### src/rtl/uart_rx_pkg.sv
package uart_rx_pkg;

    typedef enum logic [1:0] {
        RX_IDLE  = 2'd0,
        RX_START = 2'd1,
        RX_DATA  = 2'd2,
        RX_STOP  = 2'd3
    } rx_state_e;

    localparam int OVS = 16;

endpackage

### src/rtl/uart_rx_sync.sv
module uart_rx_sync (
    input  logic clk,
    input  logic rst_n,
    input  logic rxd,
    output logic rx_lvl,
    output logic rx_fall
);
    typedef struct packed {
        logic s1;
        logic s2;
        logic prev;
    } sync_t;

    sync_t q, d;

    always_comb begin
        d      = q;
        d.s1   = rxd;
        d.s2   = q.s1;
        d.prev = q.s2;
    end

    always_ff @(posedge clk or negedge rst_n) begin
        if (!rst_n) q <= '{s1: 1'b1, s2: 1'b1, prev: 1'b1};
        else        q <= d;
    end

    assign rx_lvl  = q.s2;
    assign rx_fall = q.prev & ~q.s2;

endmodule

### src/rtl/uart_rx_tick.sv
module uart_rx_tick #(
    parameter int DIV_W = 8
) (
    input  logic             clk,
    input  logic             rst_n,
    input  logic             run,
    input  logic [DIV_W-1:0] div,
    output logic             tick
);
    logic [DIV_W-1:0] cnt_q, cnt_d;

    always_comb begin
        tick = run && (cnt_q == div);
        if (!run || tick) cnt_d = '0;
        else              cnt_d = cnt_q + DIV_W'(1);
    end

    always_ff @(posedge clk or negedge rst_n) begin
        if (!rst_n) cnt_q <= '0;
        else        cnt_q <= cnt_d;
    end

endmodule

### src/rtl/uart_rx_fsm.sv
module uart_rx_fsm
    import uart_rx_pkg::*;
#(
    parameter int MAX_BITS = 9
) (
    input  logic                clk,
    input  logic                rst_n,
    input  logic                rx_en,
    input  logic                rx_lvl,
    input  logic                rx_fall,
    input  logic                tick,
    input  logic [1:0]          len_sel,
    output logic                busy,
    output logic                start_ok,
    output logic                char_done,
    output logic [MAX_BITS-1:0] char_data,
    output logic                stop_done,
    output logic                stop_bad
);
    localparam int SUB_W = $clog2(OVS);
    localparam int CNT_W = $clog2(MAX_BITS + 1);
    localparam logic [SUB_W-1:0] SUB_HALF = SUB_W'(OVS / 2 - 1);
    localparam logic [SUB_W-1:0] SUB_LAST = SUB_W'(OVS - 1);

    typedef struct packed {
        rx_state_e           state;
        logic [SUB_W-1:0]    sub;
        logic [CNT_W-1:0]    bitn;
        logic [MAX_BITS-1:0] sh;
    } fsm_t;

    fsm_t q, d;
    logic [CNT_W-1:0]    nbits;
    logic [CNT_W-1:0]    shamt;
    logic [MAX_BITS-1:0] sh_nxt;

    function automatic logic [CNT_W-1:0] len_bits(input logic [1:0] code);
        case (code)
            2'b00:   return CNT_W'(MAX_BITS - 2);
            2'b01:   return CNT_W'(MAX_BITS - 1);
            default: return CNT_W'(MAX_BITS);
        endcase
    endfunction

    always_comb begin
        d         = q;
        start_ok  = 1'b0;
        char_done = 1'b0;
        stop_done = 1'b0;
        stop_bad  = 1'b0;
        nbits     = len_bits(len_sel);
        shamt     = CNT_W'(MAX_BITS) - nbits;
        sh_nxt    = {rx_lvl, q.sh[MAX_BITS-1:1]};
        char_data = sh_nxt >> shamt;

        case (q.state)
            RX_IDLE: begin
                d.sub = '0;
                if (rx_fall) d.state = RX_START;
            end
            RX_START: if (tick) begin
                if (q.sub == SUB_HALF) begin
                    d.sub = '0;
                    if (!rx_lvl) begin
                        d.state  = RX_DATA;
                        d.bitn   = '0;
                        start_ok = 1'b1;
                    end else begin
                        d.state = RX_IDLE;
                    end
                end else begin
                    d.sub = q.sub + SUB_W'(1);
                end
            end
            RX_DATA: if (tick) begin
                if (q.sub == SUB_LAST) begin
                    d.sub = '0;
                    d.sh  = sh_nxt;
                    if (q.bitn == nbits - CNT_W'(1)) begin
                        char_done = 1'b1;
                        d.bitn    = '0;
                        d.state   = RX_STOP;
                    end else begin
                        d.bitn = q.bitn + CNT_W'(1);
                    end
                end else begin
                    d.sub = q.sub + SUB_W'(1);
                end
            end
            RX_STOP: if (tick) begin
                if (q.sub == SUB_LAST) begin
                    d.sub     = '0;
                    stop_done = 1'b1;
                    stop_bad  = ~rx_lvl;
                    d.state   = RX_IDLE;
                end else begin
                    d.sub = q.sub + SUB_W'(1);
                end
            end
            default: d.state = RX_IDLE;
        endcase

        if (!rx_en) begin
            d.state   = RX_IDLE;
            d.sub     = '0;
            d.bitn    = '0;
            start_ok  = 1'b0;
            char_done = 1'b0;
            stop_done = 1'b0;
            stop_bad  = 1'b0;
        end
    end

    always_ff @(posedge clk or negedge rst_n) begin
        if (!rst_n) q <= '{state: RX_IDLE, sub: '0, bitn: '0, sh: '0};
        else        q <= d;
    end

    assign busy = (q.state != RX_IDLE);

endmodule

### src/rtl/uart_rx_ctrl.sv
module uart_rx_ctrl #(
    parameter int MAX_BITS = 9
) (
    input  logic                clk,
    input  logic                rst_n,
    input  logic                rx_en,
    input  logic                irq_mode,
    input  logic                rd_lo,
    input  logic                start_ok,
    input  logic                char_done,
    input  logic [MAX_BITS-1:0] char_data,
    input  logic                stop_done,
    input  logic                stop_bad,
    output logic [MAX_BITS-1:0] rx_data,
    output logic                rx_done,
    output logic                rx_irq,
    output logic                rx_ferr,
    output logic                rx_ovr,
    output logic                rts_n
);
    typedef struct packed {
        logic                en;
        logic                rts_n;
        logic                done;
        logic                irq;
        logic                ferr;
        logic                ovr;
        logic [MAX_BITS-1:0] data;
    } ctrl_t;

    ctrl_t q, d;
    logic  en_rise;

    always_comb begin
        d       = q;
        en_rise = rx_en && !q.en;
        d.en    = rx_en;
        d.irq   = char_done && !irq_mode;

        if (char_done) begin
            d.data = char_data;
            d.done = 1'b1;
        end else if (rd_lo) begin
            d.done = 1'b0;
        end

        if (char_done && q.done && !rd_lo) d.ovr = 1'b1;
        else if (rd_lo)                    d.ovr = 1'b0;

        if (stop_done && stop_bad) d.ferr = 1'b1;
        else if (rd_lo)            d.ferr = 1'b0;

        if (start_ok)                d.rts_n = 1'b1;
        else if (rd_lo || en_rise)   d.rts_n = 1'b0;
    end

    always_ff @(posedge clk or negedge rst_n) begin
        if (!rst_n) q <= '{en: 1'b0, rts_n: 1'b1, done: 1'b0, irq: 1'b0,
                           ferr: 1'b0, ovr: 1'b0, data: '0};
        else        q <= d;
    end

    assign rx_data = q.data;
    assign rx_done = q.done;
    assign rx_irq  = q.irq;
    assign rx_ferr = q.ferr;
    assign rx_ovr  = q.ovr;
    assign rts_n   = q.rts_n;

endmodule

### src/rtl/uart_rts_rx.sv
module uart_rts_rx #(
    parameter int DIV_W    = 8,
    parameter int MAX_BITS = 9
) (
    input  logic                clk,
    input  logic                rst_n,
    input  logic [DIV_W-1:0]    baud_div,
    input  logic [1:0]          len_sel,
    input  logic                rx_en,
    input  logic                irq_mode,
    input  logic                rd_lo,
    input  logic                rxd,
    output logic [MAX_BITS-1:0] rx_data,
    output logic                rx_done,
    output logic                rx_irq,
    output logic                rx_ferr,
    output logic                rx_ovr,
    output logic                rts_n
);
    logic                rx_lvl, rx_fall, tick, busy;
    logic                start_ok, char_done, stop_done, stop_bad;
    logic [MAX_BITS-1:0] char_data;

    uart_rx_sync i_sync (
        .clk     (clk),
        .rst_n   (rst_n),
        .rxd     (rxd),
        .rx_lvl  (rx_lvl),
        .rx_fall (rx_fall)
    );

    uart_rx_tick #(.DIV_W(DIV_W)) i_tick (
        .clk   (clk),
        .rst_n (rst_n),
        .run   (busy),
        .div   (baud_div),
        .tick  (tick)
    );

    uart_rx_fsm #(.MAX_BITS(MAX_BITS)) i_fsm (
        .clk       (clk),
        .rst_n     (rst_n),
        .rx_en     (rx_en),
        .rx_lvl    (rx_lvl),
        .rx_fall   (rx_fall),
        .tick      (tick),
        .len_sel   (len_sel),
        .busy      (busy),
        .start_ok  (start_ok),
        .char_done (char_done),
        .char_data (char_data),
        .stop_done (stop_done),
        .stop_bad  (stop_bad)
    );

    uart_rx_ctrl #(.MAX_BITS(MAX_BITS)) i_ctrl (
        .clk       (clk),
        .rst_n     (rst_n),
        .rx_en     (rx_en),
        .irq_mode  (irq_mode),
        .rd_lo     (rd_lo),
        .start_ok  (start_ok),
        .char_done (char_done),
        .char_data (char_data),
        .stop_done (stop_done),
        .stop_bad  (stop_bad),
        .rx_data   (rx_data),
        .rx_done   (rx_done),
        .rx_irq    (rx_irq),
        .rx_ferr   (rx_ferr),
        .rx_ovr    (rx_ovr),
        .rts_n     (rts_n)
    );

endmodule

### config.mk
export PLATFORM = sky130hd
export DESIGN_NAME = uart_rts_rx
export DESIGN_NICKNAME = d
export VERILOG_FILES = /design/src/rtl/uart_rx_pkg.sv /design/src/rtl/uart_rx_sync.sv /design/src/rtl/uart_rx_tick.sv /design/src/rtl/uart_rx_fsm.sv /design/src/rtl/uart_rx_ctrl.sv /design/src/rtl/uart_rts_rx.sv
export SDC_FILE = /design/constraint.sdc
export NUM_CORES = 1
export LEC_CHECK = 0
export BUFFER_PORTS_ARGS = -buffer_cell sky130_fd_sc_hd__buf_2
export CAP_MARGIN = 0
export CORE_MARGIN = 2
export CORE_UTILIZATION = 37
export CTS_CLUSTER_DIAMETER = 80
export CTS_CLUSTER_SIZE = 30
export DETAILED_ROUTE_END_ITERATION = 12
export GPL_TIMING_DRIVEN = 0
export PLACE_DENSITY_LB_ADDON = 0.1
export SETUP_SLACK_MARGIN = 0.05
export SLEW_MARGIN = 5
export SYNTH_ARGS = -nofsm -noshare
export SYNTH_HDL_FRONTEND = slang
export SYNTH_SLANG_ARGS = --single-unit
### constraint.sdc
create_clock -name clk -period 5 [get_ports clk]
set_clock_uncertainty 0.05 [all_clocks]
set_input_delay 0.5 -clock clk [delete_from_list [all_inputs] [get_ports clk]]
set_output_delay 0.5 -clock clk [all_outputs]
set_load 0.01 [all_outputs]
Word level (Yosys, flattened, before mapping)
Cells that the tools add are included.
{ "op_classes": {"n_mux": 44, "n_eq_ne": 18, "n_bitwise": 2, "shift": 1, "n_reduce_logical": 23, "addsub": 5} }
{ "op_table": {"columns": ["cell", "n"], "rows": [
  ["$mux W1", 24],
  ["$ne A3 B2 Y1 const B", 8],
  ["$pmux W6 S4", 1],
  ["$mux W10", 2],
  ["$mux W4", 5],
  ["$mux W19", 1],
  ["$pmux W4 S2", 2],
  ["$mux W13", 1],
  ["$mux W2", 6],
  ["$reduce_bool A2 Y1", 5],
  ["$shr A9 B4 Y9", 1],
  ["$add A4 B1 Y4 const B", 2],
  ["$add A8 B1 Y8 const B", 1],
  ["$eq A8 B8 Y1", 1],
  ["$mux W8", 1],
  ["$reduce_and A8 Y1", 1],
  ["$logic_and A1 B1 Y1", 6],
  ["$mux W6", 1],
  ["$reduce_and A3 Y1", 2],
  ["$reduce_and A6 Y1", 1],
  ["$eq A2 B1 Y1 const B", 2],
  ["$eq A2 B2 Y1 const B", 2],
  ["$eq A4 B3 Y1 const B", 1],
  ["$eq A4 B4 Y1", 1],
  ["10 further kinds", 15]
]} }
{ "word_totals": {"register_bits": 45, "output_inout_bits": 14} }

Logic depth before layout (Yosys ltp)
{ "logic_depth": {"depth_word": 12, "mapped_depth": 7, "ltp_nobuf": 6} }

Modules after synthesis
Synthesis repeated with hierarchy kept, for this count alone.
{ "hier_totals": {"cells_unflattened": 220, "area_unflattened_um2": 2461.1} }
{ "modules_own_cells": {"columns": ["module", "seq_area_each_um2", "area_each_um2", "cells_per_inst", "n_inst"], "rows": [
  ["uart_rx_fsm", 450.4, 1234.9, 128, 1],
  ["uart_rx_ctrl", 376.6, 633.1, 42, 1],
  ["uart_rx_tick", 200.2, 500.5, 46, 1],
  ["uart_rx_sync", 78.8, 92.6, 4, 1]
]} }

Worst setup path after synthesis
OpenSTA, ideal clock, no wires.
{ "synth_timing": {"path_type": "input port to flip-flop", "startpoint": "in len_sel[1]", "endpoint": "reg i_ctrl.q, in the netlist i_ctrl.rx_data[1]", "cell_stages": 7, "setup_ps": 125, "required_ps": 4825, "arrival_ps": 2177, "path_slack_ps": 2648, "path_cell_list": "buf_2 > nor4bb_1 > and3_1 > nor2_1 > or4_4 > buf_6 > mux2_4"} }
{ "synth_via": {"elab_chain_cells": 9, "elab_cells_between_ends": 12, "cone_classes": "2 x add/sub; 2 x eq/ne; 1 x shift; 6 x mux; 1 x reduce/logical"} }
{ "synth_rtl": {"columns": ["item", "line_no", "text"], "rows": [
  ["from (decl)", "uart_rts_rx.sv:8", "input logic [1:0] len_sel,"],
  ["$eq A2 B1 Y1 or $logic_not A2 Y1 (tied branches)", "uart_rx_fsm.sv:38", "case (code)"],
  ["$pmux W4 S2 (*)", "uart_rx_fsm.sv:38", null],
  ["$sub A4 B1 Y4", "uart_rx_fsm.sv:79", "if (q.bitn == nbits - CNT_W'(1)) begin"],
  ["$eq A4 B4 Y1", "uart_rx_fsm.sv:79", null],
  ["$mux W1", "uart_rx_fsm.sv:79", null],
  ["$mux W1", "uart_rx_fsm.sv:76", "if (q.sub == SUB_LAST) begin"],
  ["$mux W1", "uart_rx_fsm.sv:75", "RX_DATA: if (tick) begin"],
  ["$mux W1", "uart_rx_fsm.sv:56", "case (q.state)"],
  ["$mux W1", "uart_rx_fsm.sv:103", "if (!rx_en) begin"],
  ["to (signal assigned)", "uart_rx_ctrl.sv:58", "if (!rst_n) q <= '{en: 1'b0, rts_n: 1'b1, done: 1'b0, irq: 1'b0,"],
  ["to (decl)", "uart_rx_ctrl.sv:31", "ctrl_t q, d;"]
]} }
Mark *: on every way between the ends. The rest lies on a longest branch, timed or not.
A chain may end at the register's enable or synchronous reset.

Final worst setup path
{ "layout_timing": {"startpoint": "reg i_tick.cnt_q[2]", "endpoint": "reg i_ctrl.q, in the netlist i_ctrl.rx_data[1]"} }
{ "layout_via": {"elab_chain_cells": 5} }
{ "layout_rtl": {"columns": ["item", "line_no", "text"], "rows": [
  ["from (decl)", "uart_rx_tick.sv:10", "logic [DIV_W-1:0] cnt_q, cnt_d;"],
  ["from (signal assigned)", "uart_rx_tick.sv:20", "else cnt_q <= cnt_d;"],
  ["$eq A8 B8 Y1", "uart_rx_tick.sv:13", "tick = run && (cnt_q == div);"],
  ["$logic_and A1 B1 Y1", "uart_rx_tick.sv:13", null],
  ["$mux W1", "uart_rx_fsm.sv:75", null],
  ["$mux W1", "uart_rx_fsm.sv:56", null],
  ["$mux W1", "uart_rx_fsm.sv:103", null]
]} }
No other way between the ends.

==> flow_metrics.env <==
export IMPL_pwr_share_clk=0.400
export IMPL_ys_seq_area_frac=0.487
export IMPL_drt_iter0_markers=123
export IMPL_max_freq_mhz=413
export IMPL_track_usage=0.138
export IMPL_p_leak_nw=1.31
export IMPL_cp_end_kind="flop"
export IMPL_dpl_cell_count=310
export IMPL_synth_seq_cells=44
export IMPL_met1Wirelength_um=2060
export IMPL_top_level_ports=30
export IMPL_slew_headroom=0.337
export IMPL_vdd_ir_drop_max_mv=0.169
export IMPL_place_gp_congestion=0.775
export IMPL_setup_viol=0
export IMPL_switching_share=0.215
export IMPL_post_drt_wl_per_cell_um=13.1
export IMPL_period_minus_slack_ns=2.42
export IMPL_rsz0062_at_grt="no"
export IMPL_antenna_cells=0
export IMPL_fin_nets=261
export IMPL_wirelength_um=4170
export IMPL_cts_tree="built"
export IMPL_die_h_um=82.4
export IMPL_clock_latency_ns=0.29
export IMPL_syn_nets=227
export IMPL_maxCapViolCount=0
export IMPL_synth_edf_count=0
export IMPL_cts_repair_resized=0
export IMPL_final_max_slew_violation_count=0
export IMPL_clk_pin_slew_ns=0.08
export IMPL_final_cell_mix="40 x dfrtp_1, 28 x buf_2, 20 x nand2_1"
export IMPL_final_cells=318
export IMPL_grt_pass1_wl_um=7230
export IMPL_cp_start_kind="flop"
export IMPL_ant_nets=0
export IMPL_synth_ff_type="dfrtp_1"
export IMPL_synth_compound_area_frac=0.0754
export IMPL_numCtsBuffers=5
export IMPL_die_x_um=82.4
export IMPL_drive_above_1_share=0.288
export IMPL_final_period_utilization=0.485
export IMPL_cp_arrival_ns=2.55
export IMPL_synth_warning_count=0
export IMPL_cts_num_sinks=44
export IMPL_power_density_nw_per_um2=254
export IMPL_synthXorXnorAreaFrac=0.0655
export IMPL_syn_mean_instance_area_sq_um=10.9
export IMPL_synthesis_area_sq_um=2270
export IMPL_synthMuxAreaShare=0.131
export IMPL_cts_htree_levels=2
export IMPL_route_met3_wl_um=170
export IMPL_avgViaCountPerCell=4.93
export IMPL_start_util=0.384
export IMPL_first_pass_iters=4
export IMPL_internal_power_w=0.000519
export IMPL_grt_pass1_vias=1524
export IMPL_num_rows=28
export IMPL_status="complete, no violations"
export IMPL_min_path_type="input port to flop"
export IMPL_seq_power_share=0.548
export IMPL_num_vias=1567
export IMPL_cts_hold_fix_buffers=0
export IMPL_io_buffers=27
export IMPL_synth_simple_area_share=0.172
export IMPL_crit_required_ns=5.13
export IMPL_netlist_instances=208
export IMPL_synth_top_family_by_area="simple AND/OR/NAND/NOR gates"
export IMPL_final_common_cell="dfrtp_1"
export IMPL_antenna_found_initial=0
export IMPL_dp_hpwl_um=2950
export IMPL_dieArea_sq_um=6780
export IMPL_post_cts_buffers=0
export IMPL_coreArea_sq_um=5920
export IMPL_drc=0
export IMPL_clockBufferDepth=2
export IMPL_routed_top_layer="met4"
export IMPL_tightest_slew_ns=0.994
export IMPL_root_buffer="clkbuf_8"
export IMPL_yosysUniqueCellTypes=45
export IMPL_synth_adder_area_share=0.0165
export IMPL_hold_violations=0
export IMPL_grt_ovfl_total=0
export IMPL_wl_met2_um=1890
export IMPL_area_delta_synth_final_pct=14.8
export IMPL_crit_type="flop to flop"
export IMPL_grt_max_degree=45
export IMPL_cp_max_fo=10
export IMPL_ys_async_sr_fraction=1.00
export IMPL_tns_ns=0
export IMPL_p_sw_w=0.000142
export IMPL_comb_power_share=0.052
## kinds of logic after synthesis
family | after synthesis
AOI/OAI and AO/OA | 27
xor gates and xnor gates | 17
adders and majority gates | 3
buffers and inverters | 21
DFF | 44
muxes | 25
and+or+nand+nor | 71
## metrics by stage
stage	util	setup WS [ns]	instance area [sq um]	total power (W)	hold WS, ns
5_1_grt	0.441	2.49	2610	0.000695	0.238
3_3_place_gp	0.422	2.37	2500	0.000405	0.296
3_5_place_dp	0.422	2.34	2500	0.000405	0.298
6_report	0.441	2.58	2610	0.000662	0.256
4_1_cts	0.441	2.54	2610	0.000674	0.244
2_1_floorplan	-	2.65	2270	0.000386	0.154
## Yosys cell counts (2+ instances only)
master     instances  area, sq um
dfrtp_1           40         1000
nand2_1           20         75.1
nor2_1            16         60.1
xor2_1            16          140
o21ai_0           13         65.1
buf_4              9         67.6
mux2_2             9          101
mux2i_1            9         90.1
nand3_1            8         40.0
mux2_4             7          105
clkbuf_1           6         22.5
and3_1             5         31.3
dfstp_2            4          105
inv_1              4         15.0
nor2b_1            4         25.0
a21oi_1            3         15.0
ha_1               3         37.5
and3b_1            2         17.5
nand2b_1           2         12.5
nand3b_1           2         15.0
o2bb2ai_1          2         17.5
## routing by layer
| layer | global-route usage | up-vias |
|---|---|---|
| met3 | 0.0304 | 5 |
| li1 | - | 784 |
| met1 | 0.198 | 753 |
| met5 | 0 | - |
| met2 | 0.210 | 25 |
| met4 | 0.0400 | 0 |
## flip-flops by register name (all words and copies together) (netlist names)
signal / flops
i_ctrl.rx_done: 1
i_ctrl.rts_n: 1
i_fsm.q: 18
i_ctrl.rx_irq: 1
i_tick.cnt_q: 8
i_sync.d: 1
i_ctrl.q: 1
i_sync.q: 1
i_ctrl.rx_ferr: 1
i_ctrl.rx_data: 9
i_sync.rx_lvl: 1
i_ctrl.rx_ovr: 1
## final timing paths
kind	start	to	slack (ns)	depth (start not counted)
setup / recovery	i_tick.cnt_q[2]$_DFF_PN0_	i_ctrl.rx_data[1]$_DFFE_PN0N_	2.58	6
hold / removal	rxd	i_sync.d[1]$_DFF_PN1_	0.26	1
setup reg to reg	i_tick.cnt_q[2]$_DFF_PN0_	i_ctrl.rx_data[1]$_DFFE_PN0N_	2.58	6
hold reg to reg	i_sync.d[1]$_DFF_PN1_	i_sync.rx_lvl$_DFF_PN1_	0.31	0
max in group asynchronous	rst_n	i_tick.cnt_q[4]$_DFF_PN0_	3.96	1
min in group asynchronous	rst_n	i_ctrl.rx_ovr$_DFFE_PN0P_	0.32	1
## worst max-delay path, stage by stage, from the launching register on
cell     delay (ns)
dfrtp_1        0.44
xor2_1         0.21
nor4_4         0.38
nand2_2        0.18
or4_4          0.58
buf_6          0.18
mux2_4         0.30
## layout make-up
| type | instances | area [sq um] |
|---|---|---|
| inverter | 4 | 15.0 |
| multi-input combinational | 143 | 1040 |
| fill | 598 | 3310 |
| timing repair buffer | 27 | 135 |
| clock buffer | 6 | 72.6 |
| sequential | 44 | 1110 |
| buffer | 17 | 106 |
| tap | 75 | 93.8 |
| clock inverter | 2 | 35.0 |
## power groups by stage
| stage | sequential, W | combinational [W] | clock, W |
|---|---|---|---|
| finish | 0.000363 | 0.0000342 | 0.000265 |
| detailed placement | 0.000370 | 0.0000352 | 0 |
| global placement | 0.000370 | 0.0000350 | 0 |
| CTS | 0.000363 | 0.0000352 | 0.000276 |
| floorplan | 0.000368 | 0.0000178 | 0 |
| global route | 0.000363 | 0.0000391 | 0.000293 |
Power figures use the tool's default switching activity.
